<file path="src/rtl/ivt_regs_pkg.sv">
`timescale 1ns/1ps
package ivt_regs_pkg;
  localparam int CNT_W = 16;
  localparam int BYTE_W = 8;

  // access field: 0 doubles as "nothing latched" in the count latch state
  typedef enum logic [1:0] {
    ACC_NONE = 2'd0,
    ACC_LO   = 2'd1,
    ACC_HI   = 2'd2,
    ACC_WORD = 2'd3
  } acc_e;

  function automatic logic [BYTE_W-1:0] ivt_status_byte(input logic out_lvl,
                                                        input acc_e acc,
                                                        input logic [2:0] mode);
    return {out_lvl, 1'b0, acc, mode, 1'b0};
  endfunction

  function automatic logic [CNT_W-1:0] ivt_load_value(input acc_e acc,
                                                      input logic [BYTE_W-1:0] b,
                                                      input logic [BYTE_W-1:0] held);
    case (acc)
      ACC_LO:  return {{BYTE_W{1'b0}}, b};
      ACC_HI:  return {b, {BYTE_W{1'b0}}};
      default: return {b, held};
    endcase
  endfunction

  function automatic logic [BYTE_W-1:0] ivt_pick_byte(input logic [CNT_W-1:0] v,
                                                      input logic hi);
    return hi ? v[CNT_W-1:BYTE_W] : v[BYTE_W-1:0];
  endfunction
endpackage

</file>
<file path="src/rtl/ivt_ctrl_decode.sv">
`timescale 1ns/1ps
module ivt_ctrl_decode
  import ivt_regs_pkg::*;
#(
  parameter int NCH = 3
) (
  input  logic              ctrl_wr,
  input  logic [BYTE_W-1:0] cword,
  output logic [NCH-1:0]    cfg_stb,
  output logic [NCH-1:0]    cnt_lat_req,
  output logic [NCH-1:0]    stat_lat_req,
  output acc_e              cfg_acc,
  output logic [2:0]        cfg_mode
);
  localparam int SEL_W = 2;

  logic [SEL_W-1:0] sel;
  logic             is_readback;
  logic             no_cnt;
  logic             no_stat;

  assign sel         = cword[7:6];
  assign cfg_acc     = acc_e'(cword[5:4]);
  assign cfg_mode    = cword[3:1];
  assign is_readback = ctrl_wr && (sel == {SEL_W{1'b1}});
  assign no_cnt      = cword[5];
  assign no_stat     = cword[4];

  for (genvar n = 0; n < NCH; n++) begin : g_dec
    logic hit;
    logic rb_pick;
    assign hit             = ctrl_wr && !is_readback && (sel == SEL_W'(n));
    assign rb_pick         = is_readback && cword[n+1];
    assign cfg_stb[n]      = hit && (cfg_acc != ACC_NONE);
    assign cnt_lat_req[n]  = (hit && (cfg_acc == ACC_NONE)) || (rb_pick && !no_cnt);
    assign stat_lat_req[n] = rb_pick && !no_stat;
  end
endmodule

</file>
<file path="src/rtl/ivt_chan_regs.sv">
`timescale 1ns/1ps
module ivt_chan_regs
  import ivt_regs_pkg::*;
(
  input  logic              clk,
  input  logic              rst_n,
  input  logic              cfg_stb,
  input  acc_e              cfg_acc,
  input  logic [2:0]        cfg_mode,
  input  logic              cnt_lat_req,
  input  logic              stat_lat_req,
  input  logic              data_wr,
  input  logic              data_rd,
  input  logic [BYTE_W-1:0] wdata,
  input  logic [CNT_W-1:0]  live_cnt,
  input  logic              live_out,
  output logic [BYTE_W-1:0] rd_byte,
  output logic              ld_stb,
  output logic [CNT_W-1:0]  ld_val,
  output logic              stat_pend,
  output logic              lat_busy,
  output logic [CNT_W-1:0]  lat_val
);
  acc_e              acc_q;
  logic [2:0]        mode_q;
  logic              wr_hi_q;
  logic              rd_hi_q;
  logic [BYTE_W-1:0] hold_q;
  acc_e              lat_st_q;
  logic [CNT_W-1:0]  lat_val_q;
  logic              stat_pend_q;
  logic [BYTE_W-1:0] stat_q;

  // named events
  logic wr_done;
  logic live_hi;

  assign wr_done   = data_wr && ((acc_q != ACC_WORD) || wr_hi_q);
  assign live_hi   = (acc_q == ACC_HI) || ((acc_q == ACC_WORD) && rd_hi_q);
  assign stat_pend = stat_pend_q;
  assign lat_busy  = (lat_st_q != ACC_NONE);
  assign lat_val   = lat_val_q;

  always_comb begin
    if (stat_pend_q)
      rd_byte = stat_q;
    else if (lat_st_q != ACC_NONE)
      rd_byte = ivt_pick_byte(lat_val_q, lat_st_q == ACC_HI);
    else
      rd_byte = ivt_pick_byte(live_cnt, live_hi);
  end

  always_ff @(posedge clk) begin
    if (!rst_n) begin
      acc_q       <= ACC_WORD;
      mode_q      <= '0;
      wr_hi_q     <= 1'b0;
      rd_hi_q     <= 1'b0;
      hold_q      <= '0;
      lat_st_q    <= ACC_NONE;
      lat_val_q   <= '0;
      stat_pend_q <= 1'b0;
      stat_q      <= '0;
      ld_stb      <= 1'b0;
      ld_val      <= '0;
    end else begin
      ld_stb <= wr_done;
      if (wr_done)
        ld_val <= ivt_load_value(acc_q, wdata, hold_q);
      if (data_wr && (acc_q == ACC_WORD)) begin
        if (!wr_hi_q)
          hold_q <= wdata;
        wr_hi_q <= !wr_hi_q;
      end

      if (data_rd) begin
        if (stat_pend_q)
          stat_pend_q <= 1'b0;
        else if (lat_st_q != ACC_NONE)
          lat_st_q <= (lat_st_q == ACC_WORD) ? ACC_HI : ACC_NONE;
        else if (acc_q == ACC_WORD)
          rd_hi_q <= !rd_hi_q;
      end

      if (cnt_lat_req && (lat_st_q == ACC_NONE)) begin
        lat_st_q  <= acc_q;
        lat_val_q <= live_cnt;
      end
      if (stat_lat_req && !stat_pend_q) begin
        stat_pend_q <= 1'b1;
        stat_q      <= ivt_status_byte(live_out, acc_q, mode_q);
      end

      if (cfg_stb) begin
        acc_q   <= cfg_acc;
        mode_q  <= cfg_mode;
        wr_hi_q <= 1'b0;
        rd_hi_q <= 1'b0;
      end
    end
  end
endmodule

</file>
<file path="src/rtl/ivt_bus_regs.sv">
`timescale 1ns/1ps
module ivt_bus_regs
  import ivt_regs_pkg::*;
#(
  parameter  int NCH = 3,
  localparam int AW  = $clog2(NCH + 1)
) (
  input  logic                 clk,
  input  logic                 rst_n,
  input  logic [AW-1:0]        bus_addr,
  input  logic                 bus_wr,
  input  logic                 bus_rd,
  input  logic [BYTE_W-1:0]    bus_wdata,
  output logic [BYTE_W-1:0]    bus_rdata,
  output logic [NCH-1:0]       ld_stb,
  output logic [NCH*CNT_W-1:0] ld_val,
  input  logic [NCH*CNT_W-1:0] live_cnt,
  input  logic [NCH-1:0]       live_out
);
  localparam logic [AW-1:0] CTRL_ADDR = AW'(NCH);

  logic                            ctrl_hit;
  logic [NCH-1:0]                  cfg_stb;
  logic [NCH-1:0]                  cnt_lat_req;
  logic [NCH-1:0]                  stat_lat_req;
  acc_e                            cfg_acc;
  logic [2:0]                      cfg_mode;
  logic [NCH-1:0][BYTE_W-1:0]      ch_byte;
  // internal events brought out for the checker
  logic [NCH-1:0]                  stat_pend_w;
  logic [NCH-1:0]                  lat_busy_w;
  logic [NCH-1:0][CNT_W-1:0]       lat_val_w;

  assign ctrl_hit = (bus_addr == CTRL_ADDR);

  ivt_ctrl_decode #(.NCH(NCH)) u_dec (
    .ctrl_wr      (bus_wr && ctrl_hit),
    .cword        (bus_wdata),
    .cfg_stb      (cfg_stb),
    .cnt_lat_req  (cnt_lat_req),
    .stat_lat_req (stat_lat_req),
    .cfg_acc      (cfg_acc),
    .cfg_mode     (cfg_mode)
  );

  for (genvar n = 0; n < NCH; n++) begin : g_ch
    logic sel_n;
    assign sel_n = (bus_addr == AW'(n));
    ivt_chan_regs u_ch (
      .clk          (clk),
      .rst_n        (rst_n),
      .cfg_stb      (cfg_stb[n]),
      .cfg_acc      (cfg_acc),
      .cfg_mode     (cfg_mode),
      .cnt_lat_req  (cnt_lat_req[n]),
      .stat_lat_req (stat_lat_req[n]),
      .data_wr      (bus_wr && sel_n),
      .data_rd      (bus_rd && sel_n),
      .wdata        (bus_wdata),
      .live_cnt     (live_cnt[n*CNT_W +: CNT_W]),
      .live_out     (live_out[n]),
      .rd_byte      (ch_byte[n]),
      .ld_stb       (ld_stb[n]),
      .ld_val       (ld_val[n*CNT_W +: CNT_W]),
      .stat_pend    (stat_pend_w[n]),
      .lat_busy     (lat_busy_w[n]),
      .lat_val      (lat_val_w[n])
    );
  end

  always_comb begin
    bus_rdata = '0;
    if (bus_rd && !ctrl_hit) begin
      for (int n = 0; n < NCH; n++)
        if (bus_addr == AW'(n))
          bus_rdata = ch_byte[n];
    end
  end
endmodule

</file>
<file path="config.mk">
export PLATFORM = sky130hd
export DESIGN_NAME = ivt_bus_regs
export DESIGN_NICKNAME = d
export VERILOG_FILES = /design/src/rtl/ivt_regs_pkg.sv /design/src/rtl/ivt_ctrl_decode.sv /design/src/rtl/ivt_chan_regs.sv /design/src/rtl/ivt_bus_regs.sv
export SDC_FILE = /design/constraint.sdc
export NUM_CORES = 1
export LEC_CHECK = 0
export CAP_MARGIN = 20
export CORE_AREA = 2 2 134 162
export DETAILED_ROUTE_END_ITERATION = 7
export DIE_AREA = 0 0 136 164
export PLACE_DENSITY_LB_ADDON = 0.3
export SYNTH_ARGS = -nofsm -noshare
export SYNTH_HDL_FRONTEND = slang
export SYNTH_SLANG_ARGS = --single-unit
export TNS_END_PERCENT = 100
</file>
<file path="constraint.sdc">
create_clock -name clk -period 2.55 [get_ports clk]
set_input_delay 0.255 -clock clk [delete_from_list [all_inputs] [get_ports clk]]
set_output_delay 0.255 -clock clk [all_outputs]
set_load 0.05 [all_outputs]
</file>
* Yosys cells after proc, flatten, opt, wreduce, memory -nomap -nowiden *
Index checks and enable logic that the tools add are counted.

word-level totals
  register bits = 171
  input port bits = 65
  output and inout port bits = 59

operators by class
  equality and inequality tests = 27
  multiplexer cells = 40
  bitwise logic cells = 10
  reductions and logical operators = 96

operators by type and width
  kind                  number
  $mux W8               16
  $pmux W16 S2          3
  $logic_and A1 B1 Y1   43
  $eq A2 B2 Y1 const B  16
  $mux W2               15
  $reduce_bool A2 Y1    13
  $logic_not A1 Y1      13
  $logic_not A2 Y1      6
  $ne A2 B2 Y1 const B  6
  $reduce_and A4 Y1     3
  $eq A2 B1 Y1 const B  5
  $not A1 Y1            10
  $logic_or A1 B1 Y1    9
  $reduce_and A3 Y1     3
  $mux W1               6
  $reduce_and A2 Y1     3
  $reduce_or A2 Y1      3

* Longest topological paths before layout *
  depth in word-level cells = 11
  mapped depth = 8
  mapped depth without buffers = 7

* By module *
From an unflattened synthesis, not the netlist that was laid out.

second synthesis, totals
  cell total of the unflattened synthesis = 928
  area total of the unflattened synthesis = 8538.2 um^2

modules (own cells, without submodules)
  module           instances  cells each  area an instance (um^2)
  ivt_chan_regs    3          286         2681.3
  ivt_bus_regs     1          46          335.3
  ivt_ctrl_decode  1          24          158.9

* Least setup slack after synthesis *
No wires, ideal clock.

  kind = reg-to-output
  from = register g_ch[0].u_ch.acc_q[0]
  to = output port bus_rdata[7]
  arrival = 2666 ps
  required time = 2295 ps
  path slack = -371 ps
  stages on the path, launching flop included = 8
  path buffers = 0
  cell sequence = dfxtp_1 inv_1 ha_1 a21oi_4 mux2i_1 a2111oi_0 a2111oi_0 a211oi_1

between the ends
  longest elaborated chain between the ends = 10
  elaborated cells on any way between the ends = 11
  classes of those cells = 2 x eq/ne; 7 x mux; 2 x reduce/logical

RTL lines
  item                     RTL line             source
  from (decl)              ivt_chan_regs.sv:24  acc_e acc_q;
  from (signal assigned)   ivt_chan_regs.sv:95  acc_q <= cfg_acc;
  $eq A2 B2 Y1             ivt_chan_regs.sv:39  assign live_hi = (acc_q == ACC_HI) || ((acc_q == ACC_WORD) && rd_hi_q);
  $logic_and A1 B1 Y1      ivt_chan_regs.sv:39
  $logic_or A1 B1 Y1 *     ivt_chan_regs.sv:39
  $mux W8 *                ivt_regs_pkg.sv:32   return hi ? v[CNT_W-1:BYTE_W] : v[BYTE_W-1:0];
  $mux W8 *                ivt_chan_regs.sv:47  else if (lat_st_q != ACC_NONE)
  $mux W8 *                ivt_chan_regs.sv:45  if (stat_pend_q)
  $mux W8 * (3 in series)  ivt_bus_regs.sv:75   if (bus_addr == AW'(n))
  $mux W8 *                ivt_bus_regs.sv:73   if (bus_rd && !ctrl_hit) begin
  to (decl)                ivt_bus_regs.sv:14   output logic [BYTE_W-1:0] bus_rdata,

Mark *: on every way between the ends. The rest lies on a longest branch, timed or not.

* Worst setup path after layout *
  from = register g_ch[0].u_ch.acc_q[0]
  to = output port bus_rdata[1]

Same word-level chain as after synthesis.

==> impl_metrics.yaml <==
synth:
  synth_area_mm2: 0.00776
  synth_most_common_cell: "dfxtp_1"
  synth-edff-count: 0
  synth-seq-area-share: 0.441
  syn_inst: 918
  synth_area_leader_cell: "dfxtp_1"
  synth_top_area_share: 0.441
  ys_ff_latch: 171
  synthArstFlopShare: 0
  synth_commonest_cells: "171 x dfxtp_1, 159 x nor2_1, 98 x nand2_1"
  synth_area_leaders: "dfxtp_1 44%, mux2i_1 12%, nor2_1 7.7%"
  yosysUniqueCellTypes: 46
  avgSynthCellArea_um2: 8.45
  syn_nets: 992
  ys.warnings.count: 0
  ys.flop_type: "dfxtp_1"
die:
  die_x_um: 136
  die_y_um: 164
  num_io_pins: 124
  die-area_mm2: 0.0223
  core_mm2: 0.0208
  initial_core_util: 0.374
  placementRows: 58
power_and_ir_drop:
  switchingPower_mw: 1.53
  pwr-share-comb: 0.116
  pwr_density_cell_mw_per_mm2: 590
  sw_frac_of_total: 0.247
  clock_power_share: 0.443
  intPower_mw: 4.67
  vdd.ir_drop.worst_v: 0.000530
  cellLeakagePower_nw: 3.70
  pwr-share-seq: 0.441
worst_setup_path:
  cp_slowest_stage_delay_ns: 0.51
  r2r-start: "g_ch[1].u_ch.lat_st_q[0]$_SDFFE_PN0P_"
  path_delay_family: "compound AO/OA/AOI/OAI gates"
  cp.depth: 9
  cp.required_ns: 2.30
  reg2regPathDepth: 7
  cp_num_buf_inv: 3
  path_class: "register to output port"
  critPathSlowestCell: "a2111oi_4"
  arrival_ns: 2.49
  r2r-end: "g_ch[1].u_ch.lat_val[9]$_SDFFE_PN0P_"
  worstSetupEndpointType: "output port"
  crit_end: "bus_rdata[1]"
  crit_top_cell: "buf_12"
  crit_chain: "inv_4, ha_4, a21oi_4, buf_12, mux2i_2, a211oi_2, a2111oi_4, nor3_4, buf_12"
  path_max_fanout: 7
  worstSetupStartpointType: "register"
  r2r_setup_slack_ns: 0.56
  startpoint: "g_ch[0].u_ch.acc_q[0]$_SDFFE_PN1P_"
place:
  place.gp.congestion: 0.825
  dp_hpwl_um: 15200
  dpl-instance-area_mm2: 0.00959
  port_buffers: 123
route:
  firstDrtPassIters: 5
  vias: 6908
  drtAntennaViolNets: 0
  via_per_inst: 5.20
  met3WireLength_um: 927
  route.met2.wl_um: 10700
  wl_met1_um: 9820
  top_layer: "met4"
  wirelength_um: 21800
  routedWlPerCell_um: 16.4
  drt_iter0_markers: 547
  drc_errors: 0
clock_tree:
  cts_inserted_buffers: 17
  clock-sinks: 171
  hold_buffers: 0
  cts-root-buf: "clkbuf_16"
  clk_latency_ns: 0.44
  clockBufferDepth: 2
  clk_pin_slew_ns: 0.07
  cts_tree: "built"
  htree_num_levels: 4
timing:
  relSlewSlack: 0.532
  maxSlewViolCount: 0
  worst_slack_ns: -0.199
  max_freq_mhz: 364
  fin_crit_ns: 2.75
  whs_ns: 0.448
  finalCritPeriodShare: 1.08
  finalSetupViolations: 8
  hold_viol_final: 0
  tightestPinTransition_ns: 0.701
  rsz0062_at_grt: "true"
  final.setup_skew_ns: 0.00644
finish:
  num_antenna_cells: 0
  utilization: 0.507
  fin_area_mm2: 0.0105
  drive_above_1_share: 0.161
  finish.net_count: 1120
  syn2layout_area_growth_pct: 35.6
global_routing:
  grt_pass1_wl_um: 34700
  grt_overflow: 0
  antenna_found_initial: 0
  grt_pass1_vias: 6610
  grt.total_usage: 0.198
  grt_max_degree: 76
status:
  outcome: "complete, but fails checks"
  violations: "negative setup slack"
flow_run:
  drv_cap: 0
min_path:
  hold_path.class: "register to register"
layer usage:
layer | GRT usage | vias up
li1 | - | 3454
met1 | 0.261 | 3250
met2 | 0.332 | 177
met3 | 0.0287 | 27
met4 | 0.0663 | 0
met5 | 0 | -
cells in the final DEF, fill, tap and decap left out, types with 5 or more instances in the layout:
cell type / n
nand3_1: 28
nor2_1: 159
dfxtp_1: 165
mux2i_1: 90
buf_12: 13
nor2b_1: 7
buf_4: 55
a211oi_2: 9
inv_1: 12
a221o_1: 6
o21ai_0: 27
a2111oi_2: 5
a211oi_1: 31
clkdlybuf4s50_1: 115
o22ai_1: 11
or2_2: 5
a21oi_1: 67
nand2b_1: 7
nor3_1: 26
clkbuf_16: 17
nand2_1: 98
area by class of cell:
class / count / area [µm²]
Clock buffer: 17 / 425
Fill cell: 2021 / 10200
Sequential cell: 171 / 3440
Multi-Input combinational cell: 657 / 4220
Tap cell: 270 / 338
Timing Repair Buffer: 185 / 1850
Inverter: 14 / 57.6
Clock inverter: 15 / 198
worst register-to-register path: stages (launching register included):
cell and delay, ns:
dfxtp_1 0.39, nor2_2 0.40, buf_4 0.24, nand2_1 0.07, nor4_2 0.27, buf_12 0.23
mux2i_1 0.22, nor2_1 0.06
what timing repair did:
item                       4_1_cts  5_1_grt
setup endpoints to repair        8        8
resized for setup               42       25
setup buffers                    4        2
pin swaps                       26       14
gates cloned                     0        0
logic make-up after synthesis:
family / after synthesis / synth area share
AND/OR/NAND/NOR: 359 / 0.203
flip-flops: 171 / 0.441
XOR/XNOR: 3 / 0.00339
buffers and inverters: 90 / 0.0534
adder cells (fa/ha/maj): 9 / 0.0145
AO/OA/AOI/OAI: 187 / 0.156
multiplexers: 99 / 0.129
per-stage QoR:
step	setup slack, ns	instances	power [mW]	TNS, ns
2_1_floorplan	0.00219	918	3.14	0
3_3_place_gp	-0.0437	1293	3.46	-0.0437
3_5_place_dp	-0.0906	1293	3.47	-0.216
4_1_cts	-0.220	1329	6.23	-1.30
5_1_grt	-0.293	1329	6.41	-2.00
6_report	-0.199	1329	6.21	-1.32
worst min-delay path by stage:
stage	cells after the start	startpoint	to	slack, ns
2_1_floorplan	1	rst_n	g_ch[2].u_ch.stat_pend$_SDFFE_PN0P_	0.37
3_3_place_gp	2	g_ch[2].u_ch.ld_val[13]$_SDFFE_PN0P_	g_ch[2].u_ch.ld_val[13]$_SDFFE_PN0P_	0.44
3_5_place_dp	2	g_ch[2].u_ch.ld_val[13]$_SDFFE_PN0P_	g_ch[2].u_ch.ld_val[13]$_SDFFE_PN0P_	0.45
4_1_cts	3	live_out[1]	g_ch[1].u_ch.stat_q[7]$_SDFFE_PN0P_	0.45
5_1_grt	2	g_ch[2].u_ch.ld_val[13]$_SDFFE_PN0P_	g_ch[2].u_ch.ld_val[13]$_SDFFE_PN0P_	0.47
6_report	2	g_ch[0].u_ch.ld_val[14]$_SDFFE_PN0P_	g_ch[0].u_ch.ld_val[14]$_SDFFE_PN0P_	0.45
sequential cells by signal, summed over array words and instances (netlist names), 6 cells and up:
signal              count
g_ch.u_ch.ld_val       48
g_ch.u_ch.lat_val      48
g_ch.u_ch.hold_q       24
g_ch.u_ch.lat_st_q      6
g_ch.u_ch.stat_q       18
g_ch.u_ch.mode_q        9
g_ch.u_ch.acc_q         6
power by group through the flow:
stage                     sequential, mW  clock (mW)  combinational (mW)
after floorplan                     2.82           0               0.317
after global placement              2.80           0               0.664
after detailed placement            2.80           0               0.668
after CTS                           2.74        2.79               0.703
after global routing                2.74        2.90               0.770
final                               2.74        2.75               0.722
Note: power is estimated with default switching activity, not from simulation.
